--- src/rtl/opx_pkg.sv ---
package opx_pkg;

  localparam int WORD_W  = 16;
  localparam int REG_CNT = 8;
  localparam int RA_W    = $clog2(REG_CNT);
  localparam int IMM_W   = 5;
  localparam int OPC_W   = 4;

  localparam logic [OPC_W-1:0] OPC_ADD = 4'b0001;
  localparam logic [OPC_W-1:0] OPC_AND = 4'b0101;
  localparam logic [OPC_W-1:0] OPC_NOT = 4'b1001;

  typedef enum logic [1:0] {
    ALU_ADD = 2'd0,
    ALU_AND = 2'd1,
    ALU_NOT = 2'd2
  } alu_op_e;

  typedef struct packed {
    logic              legal;
    alu_op_e           op;
    logic [RA_W-1:0]   rd;
    logic [RA_W-1:0]   rs1;
    logic [RA_W-1:0]   rs2;
    logic              use_imm;
    logic [WORD_W-1:0] imm;
  } dec_t;

  typedef struct packed {
    logic n;
    logic z;
    logic p;
  } cc_t;

  function automatic logic [WORD_W-1:0] sext_imm(input logic [IMM_W-1:0] raw);
    return {{(WORD_W-IMM_W){raw[IMM_W-1]}}, raw};
  endfunction

  function automatic cc_t classify(input logic [WORD_W-1:0] v);
    cc_t c;
    c.n = v[WORD_W-1];
    c.z = (v == '0);
    c.p = !v[WORD_W-1] && (v != '0);
    return c;
  endfunction

endpackage

--- src/rtl/opx_decode.sv ---
module opx_decode
  import opx_pkg::*;
(
  input  logic [WORD_W-1:0] instr_i,
  output dec_t              dec_o
);

  logic [OPC_W-1:0] opc;

  always_comb begin
    opc           = instr_i[15:12];
    dec_o         = '0;
    dec_o.rd      = instr_i[11:9];
    dec_o.rs1     = instr_i[8:6];
    dec_o.rs2     = instr_i[2:0];
    dec_o.use_imm = instr_i[5];
    dec_o.imm     = sext_imm(instr_i[IMM_W-1:0]);
    dec_o.op      = ALU_ADD;
    unique case (opc)
      OPC_ADD: begin
        dec_o.legal = 1'b1;
        dec_o.op    = ALU_ADD;
      end
      OPC_AND: begin
        dec_o.legal = 1'b1;
        dec_o.op    = ALU_AND;
      end
      OPC_NOT: begin
        dec_o.legal   = 1'b1;
        dec_o.op      = ALU_NOT;
        dec_o.use_imm = 1'b0;
      end
      default: begin
        dec_o.legal = 1'b0;
      end
    endcase
  end

endmodule

--- src/rtl/opx_regfile.sv ---
module opx_regfile
  import opx_pkg::*;
#(
  parameter int W  = WORD_W,
  parameter int N  = REG_CNT,
  localparam int AW = $clog2(N)
) (
  input  logic          clk,
  input  logic          rst_n,
  input  logic          we_i,
  input  logic [AW-1:0] wa_i,
  input  logic [W-1:0]  wd_i,
  input  logic [AW-1:0] ra1_i,
  input  logic [AW-1:0] ra2_i,
  input  logic [AW-1:0] ra3_i,
  output logic [W-1:0]  rd1_o,
  output logic [W-1:0]  rd2_o,
  output logic [W-1:0]  rd3_o
);

  logic [W-1:0] mem_q [N];

  for (genvar g = 0; g < N; g++) begin : g_entry
    logic         en;
    logic [W-1:0] nxt;

    always_comb begin
      en  = we_i && (wa_i == AW'(g));
      nxt = wd_i;
    end

    always_ff @(posedge clk or negedge rst_n) begin
      if (!rst_n) begin
        mem_q[g] <= '0;
      end else if (en) begin
        mem_q[g] <= nxt;
      end
    end
  end

  always_comb begin
    rd1_o = mem_q[ra1_i];
    rd2_o = mem_q[ra2_i];
    rd3_o = mem_q[ra3_i];
  end

endmodule

--- src/rtl/opx_alu.sv ---
module opx_alu
  import opx_pkg::*;
#(
  parameter int W = WORD_W
) (
  input  alu_op_e       op_i,
  input  logic [W-1:0]  a_i,
  input  logic [W-1:0]  b_i,
  output logic [W-1:0]  y_o
);

  always_comb begin
    unique case (op_i)
      ALU_ADD: y_o = a_i + b_i;
      ALU_AND: y_o = a_i & b_i;
      ALU_NOT: y_o = ~a_i;
      default: y_o = a_i;
    endcase
  end

endmodule

--- src/rtl/opx_ccreg.sv ---
module opx_ccreg
  import opx_pkg::*;
#(
  parameter int W = WORD_W
) (
  input  logic         clk,
  input  logic         rst_n,
  input  logic         upd_i,
  input  logic [W-1:0] val_i,
  output cc_t          cc_o
);

  cc_t cc_q;
  cc_t cc_d;

  always_comb begin
    cc_d = cc_q;
    if (upd_i) begin
      cc_d = classify(val_i);
    end
  end

  always_ff @(posedge clk or negedge rst_n) begin
    if (!rst_n) begin
      cc_q <= '{n: 1'b0, z: 1'b1, p: 1'b0};
    end else begin
      cc_q <= cc_d;
    end
  end

  assign cc_o = cc_q;

endmodule

--- src/rtl/opx_exec_unit.sv ---
module opx_exec_unit
  import opx_pkg::*;
(
  input  logic              clk,
  input  logic              rst_n,
  input  logic              instr_vld,
  input  logic [WORD_W-1:0] instr_word,
  input  logic [RA_W-1:0]   dbg_sel,
  output logic [WORD_W-1:0] dbg_data,
  output logic              flag_n,
  output logic              flag_z,
  output logic              flag_p
);

  logic rst_meta;
  logic rst_q;

  always_ff @(posedge clk or negedge rst_n) begin
    if (!rst_n) begin
      rst_meta <= 1'b0;
      rst_q    <= 1'b0;
    end else begin
      rst_meta <= 1'b1;
      rst_q    <= rst_meta;
    end
  end

  dec_t              dec;
  logic [WORD_W-1:0] rs1_data;
  logic [WORD_W-1:0] rs2_data;
  logic [WORD_W-1:0] opb;
  logic [WORD_W-1:0] wr_data;
  logic              wr_en;
  cc_t               cc;

  opx_decode u_dec (
    .instr_i (instr_word),
    .dec_o   (dec)
  );

  always_comb begin
    opb   = dec.use_imm ? dec.imm : rs2_data;
    wr_en = instr_vld && rst_q && dec.legal;
  end

  opx_regfile #(.W(WORD_W), .N(REG_CNT)) u_rf (
    .clk   (clk),
    .rst_n (rst_n),
    .we_i  (wr_en),
    .wa_i  (dec.rd),
    .wd_i  (wr_data),
    .ra1_i (dec.rs1),
    .ra2_i (dec.rs2),
    .ra3_i (dbg_sel),
    .rd1_o (rs1_data),
    .rd2_o (rs2_data),
    .rd3_o (dbg_data)
  );

  opx_alu #(.W(WORD_W)) u_alu (
    .op_i (dec.op),
    .a_i  (rs1_data),
    .b_i  (opb),
    .y_o  (wr_data)
  );

  opx_ccreg #(.W(WORD_W)) u_cc (
    .clk   (clk),
    .rst_n (rst_n),
    .upd_i (wr_en),
    .val_i (wr_data),
    .cc_o  (cc)
  );

  assign flag_n = cc.n;
  assign flag_z = cc.z;
  assign flag_p = cc.p;

endmodule

--- config.mk ---
export PLATFORM = sky130hd
export DESIGN_NAME = opx_exec_unit
export DESIGN_NICKNAME = d
export VERILOG_FILES = /design/src/rtl/opx_pkg.sv /design/src/rtl/opx_decode.sv /design/src/rtl/opx_regfile.sv /design/src/rtl/opx_alu.sv /design/src/rtl/opx_ccreg.sv /design/src/rtl/opx_exec_unit.sv
export SDC_FILE = /design/constraint.sdc
export NUM_CORES = 1
export LEC_CHECK = 0
export ABC_AREA = 0
export BUFFER_PORTS_ARGS = -buffer_cell sky130_fd_sc_hd__buf_2
export CORE_UTILIZATION = 50
export DETAILED_ROUTE_END_ITERATION = 10
export PLACE_DENSITY = 0.78
export SYNTH_ARGS = -nofsm -noshare
export SYNTH_HDL_FRONTEND = slang
export SYNTH_SLANG_ARGS = --single-unit
export TNS_END_PERCENT = 1
--- constraint.sdc ---
create_clock -name clk -period 4.4 [get_ports clk]
set_clock_uncertainty 0.05 [all_clocks]
set_input_delay 1.32 -clock clk [delete_from_list [all_inputs] [get_ports clk]]
set_output_delay 1.32 -clock clk [all_outputs]
set_load 0.02 [all_outputs]
# ---- Word-level counts from Yosys, hierarchy flattened
# Index checks and enable logic that the tools add are counted.
dict set report word_totals {
  reg_bits 133
  output_inout_bits 19
}
dict set report classes {
  n_addsub 1
  n_lt_le_gt_ge 3
  n_eq_ne 12
  muxes 14
  bitwise_logic 5
  reduce_logical 17
}
# cell count
set ops {}
lappend ops {{16-bit binary-select mux with 3-bit select} 3}
lappend ops {{16-bit two-way mux} 7}
lappend ops {{16-bit case mux with 3 select lines} 1}
lappend ops {{16-bit adder} 1}
lappend ops {{16-bit bitwise AND} 1}
lappend ops {{16-bit logical NOT} 1}
lappend ops {{16-bit NOT} 1}
lappend ops {{16-bit nonzero test} 1}
lappend ops {{3-bit equality test (second input constant)} 4}
lappend ops {{4-bit >= comparator (second input constant)} 3}
lappend ops {{3-bit NOT with 4-bit output} 3}
lappend ops {{1-bit logical AND} 11}
lappend ops {{3-bit by 2-bit equality test with 1-bit output (second input constant)} 2}
lappend ops {{4-bit by 1-bit equality test with 1-bit output (second input constant)} 1}
lappend ops {{4-bit by 3-bit equality test with 1-bit output (second input constant)} 1}
lappend ops {{4-bit equality test (second input constant)} 1}
lappend ops {{2-bit case mux with 2 select lines} 1}
lappend ops {{3-bit by 1-bit equality test with 1-bit output (second input constant)} 1}
lappend ops {{3-bit logical NOT} 1}
lappend ops {{3-bit OR reduction} 1}
lappend ops {{2-bit by 1-bit equality test with 1-bit output (second input constant)} 1}
lappend ops {{2-bit equality test (second input constant)} 1}
lappend ops {{2-bit logical NOT} 1}
lappend ops {{1-bit two-way mux} 2}
lappend ops {{1-bit logical NOT} 1}

# ---- Longest topological paths before layout
dict set report logic_depth {
  ltp_word 9
  mapped_depth 18
  mapped_depth_nobuf 15
}

# ---- Modules after synthesis
# A second synthesis with hierarchy kept.
dict set report unflattened {
  cells_unflattened 689
  hier_area_um2 10039.6
}
# module instances cells_each area_per_inst_um2
set by_module_without_submodules {}
lappend by_module_without_submodules {opx_regfile 1 450 8071.5}
lappend by_module_without_submodules {opx_alu 1 173 1270.0}
lappend by_module_without_submodules {opx_exec_unit 1 22 309.0}
lappend by_module_without_submodules {opx_decode 1 30 231.5}
lappend by_module_without_submodules {opx_ccreg 1 14 157.7}

# ---- Worst setup path after synthesis
# Ideal clock, no wire load.
dict set report synth_timing {
  path_kind {input -> register}
  start {in instr_word[0]}
  end {reg u_cc.cc_q, in the netlist u_cc.cc_o[0]}
  arrival_ns 5.163
  setup_slack_ns -0.937
  stages 14
  path_cell_list {clkbuf_1 buf_1 mux4_2 mux2i_1 a21oi_1 ha_1 a21o_1 a221oi_2 o21bai_1 xor2_1 a221oi_2 nor4bb_1 nand4_1 o31a_1}
}
dict set report synth_between {
  elab_chain_cells 9
  word_cells_on_any_way 11
  cone_classes {add/sub (1); mux (5); bitwise (2); reduce/logical (3)}
}
# item line
set synth_rtl {}
lappend synth_rtl {{start: declaration} opx_exec_unit.sv:7} ;# input logic [WORD_W-1:0] instr_word,
lappend synth_rtl {{3-bit NOT with 4-bit output (not written as such)} opx_regfile.sv:43} ;# rd2_o = mem_q[ra2_i];
lappend synth_rtl {{16-bit binary-select mux with 3-bit select} opx_regfile.sv:43}
lappend synth_rtl {{16-bit two-way mux (not written as such) (2 in series)} opx_regfile.sv:43}
lappend synth_rtl {{16-bit two-way mux (*)} opx_exec_unit.sv:42} ;# opb = dec.use_imm ? dec.imm : rs2_data;
lappend synth_rtl {{16-bit adder or 16-bit bitwise AND (tied branches)} {opx_alu.sv:14, opx_alu.sv:15}}
lappend synth_rtl {{16-bit case mux with 3 select lines (*)} opx_alu.sv:13} ;# unique case (op_i)
lappend synth_rtl {{16-bit nonzero test or 1-bit logical NOT (tied branches)} opx_pkg.sv:43} ;# c.p = !v[WORD_W-1] && (v != '0);
lappend synth_rtl {{1-bit logical AND (*)} opx_pkg.sv:43}
lappend synth_rtl {{end signal: assignment} opx_ccreg.sv:25} ;# cc_q <= '{n: 1'b0, z: 1'b1, p: 1'b0};
lappend synth_rtl {{end: declaration} opx_ccreg.sv:13} ;# cc_t cc_q;
# Mark *: on every way between the ends. The rest lies on a longest branch, timed or not. The select of a mux whose other input is x is not followed.
# A chain may end at the register's enable or synchronous reset.

# ---- Worst setup path in the final report
dict set report layout_timing {
  start {in instr_word[7]}
  end {reg u_cc.cc_q, in the netlist u_cc.cc_o[0]}
}
dict set report layout_between {
  elab_chain_cells 8
  word_cells_on_any_way 11
  cone_classes {add/sub (1); mux (4); bitwise (3); reduce/logical (3)}
}
# item line
set layout_rtl {}
lappend layout_rtl {{3-bit NOT with 4-bit output (not written as such) (*)} opx_regfile.sv:42} ;# rd1_o = mem_q[ra1_i];
lappend layout_rtl {{16-bit binary-select mux with 3-bit select (*)} opx_regfile.sv:42}
lappend layout_rtl {{16-bit two-way mux (not written as such) (*) (2 in series)} opx_regfile.sv:42}
lappend layout_rtl {{16-bit adder (tied with other cells)} opx_alu.sv:14} ;# ALU_ADD: y_o = a_i + b_i;
lappend layout_rtl {{16-bit case mux with 3 select lines (*)} opx_alu.sv:13}
lappend layout_rtl {{16-bit nonzero test or 1-bit logical NOT (tied branches)} opx_pkg.sv:43}
lappend layout_rtl {{1-bit logical AND (*)} opx_pkg.sv:43}
# Marked as above.

==> results.cfg <==
[run_status]
status = complete, but fails checks
violations = negative setup slack

[timing]
worst_slew_pin_slew_ns = 0.859
fmax_ghz = 0.219
slew_headroom_pct = 42.5
final-max-slew-violation-count = 0
fin_crit_ns = 4.57
final_hold_viol_count = 0
setup_viol = 2
layout_setup_ws_ns = -0.173
fin_crit_sh_pct = 104
holdWs_ns = 0.303
rsz0062_at_grt = true

[route]
route.vias.total = 7716
ant_nets = 0
drc = 0
wl_per_cell_um = 23.5
totalWireLength_mm = 27.4
avgViaCountPerCell = 6.62
drtIter0Drc = 886
dr.pass1.iters = 5

[grt]
grt_max_degree = 58
grt_first_pass_wirelength_mm = 42.8
gr-total-overflow = 0
antenna_found_initial = 0
grt_pass1_vias = 7582
grt_use_total_pct = 31.0

[worst_setup_path]
critPathMaxStageDelay_ns = 0.38
worstSetupPathType = primary input to flop
rr_worst_depth = 13
cp-start-kind = primary input
cp_slowest_cell = a311o_1
r2r_slack_ns = 0.46
crit_required_ns = 4.67
regToRegEndpoint = u_cc.cc_o[0]$_DFFE_PN0P_
crit_start = instr_word[7]
worstPathCellList = buf_4 -> buf_4 -> and2b_1 -> a22oi_1 -> and3_1 -> ha_1 -> a21o_1 -> a221oi_2 -> o21bai_1 -> a21o_1 -> a311o_1 -> nor4bb_2 -> nand4_1 -> o31a_1
crit_path_max_fanout = 8
crit_path_end_kind = flop
worstSetupEndpoint = u_cc.cc_o[0]$_DFFE_PN0P_
reg2reg_from = u_rf.mem_q[0]$_DFFE_PN0P_
cp.arrival_ns = 4.84

[power_and_ir_drop]
p_sw_mw = 1.73
combPwrFrac_pct = 38.2
intPower_mw = 3.26
power_density_nw_per_um2 = 444
p_leak_nw = 5.09
pwr-share-seq_pct = 33.3
power_mw = 4.99
p_clk_share_pct = 28.6
irDropWorstVdd_uv = 327
p_sw_share_pct = 34.6

[min_path]
worstHoldPathType = flop to flop

[synthesis]
synth_common_cells = dfrtp_1, mux4_2, mux2_2
synth.most_common_cell = dfrtp_1
avgSynthCellArea_um2 = 11.5
syn_inst = 795
synth.net_count = 834
ys_top_cells_by_area = dfrtp_1, mux4_2, mux2_2
synth.top_cell.area_share_pct = 36.0
ys_seq_area_share_pct = 36.3
syn_area_um2 = 9170
yosysWarnings = 0
ys_async_sr_fraction_pct = 100
synth-edff-count = 0
synth_top_area_cell = dfrtp_1
ys_ff_latch = 133
ys_types = 78
synthFlopType = dfrtp_1

[cts]
clk_pin_slew_ns = 0.06
clkLatencyLatePin_ns = 0.43
tritoncts = yes
ctsLongestPathBuffers = 2
htree_levels = 4
cts_sinks = 133
cts-root-buf = clkbuf_16
cts_buffers = 17

[floorplan]
coreArea_um2 = 18000
die_h_um = 137
row_count = 49
die-width_um = 137
initial_utilization_pct = 51.1
dieArea_um2 = 18900
ios = 41

[place]
place_hpwl_mm = 18.9
port_buffers = 40
globalplace.congestion = 0.981

[layout]
syn2layout_area_growth_pct = 22.5
drive_gt1_share_pct = 44.0
n_antenna_cell = 0
num-nets-final = 964
final_util_pct = 62.5

[flow_run]
max_cap_viol_count = 0
per-stage QoR:
step                worst slack [ns]  instances  setup TNS [ns]  instance area, µm²
finish                        -0.173       1166          -0.312               11200
global route                  -0.270       1166           -1.12               11200
CTS                           -0.102       1166          -0.329               11200
detailed placement            -0.705       1134          -29.31               10500
global placement              -0.713       1134          -29.02               10500
floorplan                     -0.484        795           -3.24                9230
worst max-delay path: cells and delay by family:
family / cells / cell delay (ns)
compound gates: 7 / 1.89
fa+ha+maj: 1 / 0.29
buf+inv: 2 / 0.35
simple gates: 4 / 1.00
flip-flops by register name, summed over array words and instances (netlist names):
register	cells
u_rf.mem_q	128
u_cc.cc_o	3
rst_meta	1
rst_q	1
layout make-up:
class	instances	area, µm²
flip-flops and latches	133	3330
repair buffers	176	1350
inverters	7	26.3
clock buffers	19	453
well taps	229	287
clock inverters	12	128
multi-input cells	590	5660
fillers	1362	6730
how the worst min path moves through the flow:
stage | startpoint | to | slack (ns) | depth (start not counted)
after floorplan | rst_meta$_DFF_PN0_ | rst_q$_DFF_PN0_ | 0.28 | 0
after global placement | rst_meta$_DFF_PN0_ | rst_q$_DFF_PN0_ | 0.29 | 0
after detailed placement | rst_meta$_DFF_PN0_ | rst_q$_DFF_PN0_ | 0.30 | 0
after CTS | rst_meta$_DFF_PN0_ | rst_q$_DFF_PN0_ | 0.31 | 0
after global routing | rst_meta$_DFF_PN0_ | rst_q$_DFF_PN0_ | 0.31 | 0
final | rst_meta$_DFF_PN0_ | rst_q$_DFF_PN0_ | 0.30 | 0
logic make-up (layout without fill, tap and decap cells):
group	Yosys count	count (layout)	synth area share [%]
and+or+nand+nor	189	189	9.90
buffers and inverters	72	214	3.61
xor gates and xnor gates	5	5	0.477
other	1	1	0.0409
muxes	199	199	35.2
DFF	133	133	36.3
AOI/OAI and AO/OA	179	179	12.1
adders and majority gates	17	17	2.40
power groups by stage:
stage / clock network [mW] / logic (mW) / registers [mW]
floorplan: 0 / 1.17 / 1.59
global placement: 0 / 1.79 / 1.64
detailed placement: 0 / 1.82 / 1.66
CTS: 1.44 / 1.86 / 1.64
global route: 1.49 / 2.05 / 1.68
finish: 1.42 / 1.90 / 1.66
cells in the final DEF, fill, tap and decap left out, drive strengths merged, types with 5 or more instances in the layout:
cell,synthesis,layout
ha,16,16
a22oi,5,5
dfrtp,132,132
and3,5,5
mux2i,28,28
inv,6,8
a21o,7,7
clkbuf,39,19
o21ai,54,54
mux4,89,89
mux2,82,82
buf,26,176
nor3,12,12
nor2,59,59
nand2,68,68
or3,5,5
clkinv,1,8
nand3,5,5
nor2b,7,7
a21oi,71,71
timing repair:
| item | 4_1_cts | 5_1_grt |
|---|---|---|
| pin swaps | 5 | 3 |
| gates resized for setup | 20 | 13 |
| buffers inserted | 1 | 0 |
| endpoints found under the setup margin | 21 | 36 |
| hold buffers | 0 | 0 |
| hold endpoints to repair | 0 | 0 |
metal layers:
layer	share of wire [%]	vias up	global-route usage, %
li1	-	3332	-
met1	42	3892	42.7
met2	48	418	48.4
met3	7.3	74	5.78
met4	3.2	0	12.4
met5	0	-	0
No activity file was read; power rests on OpenSTA's default activity.
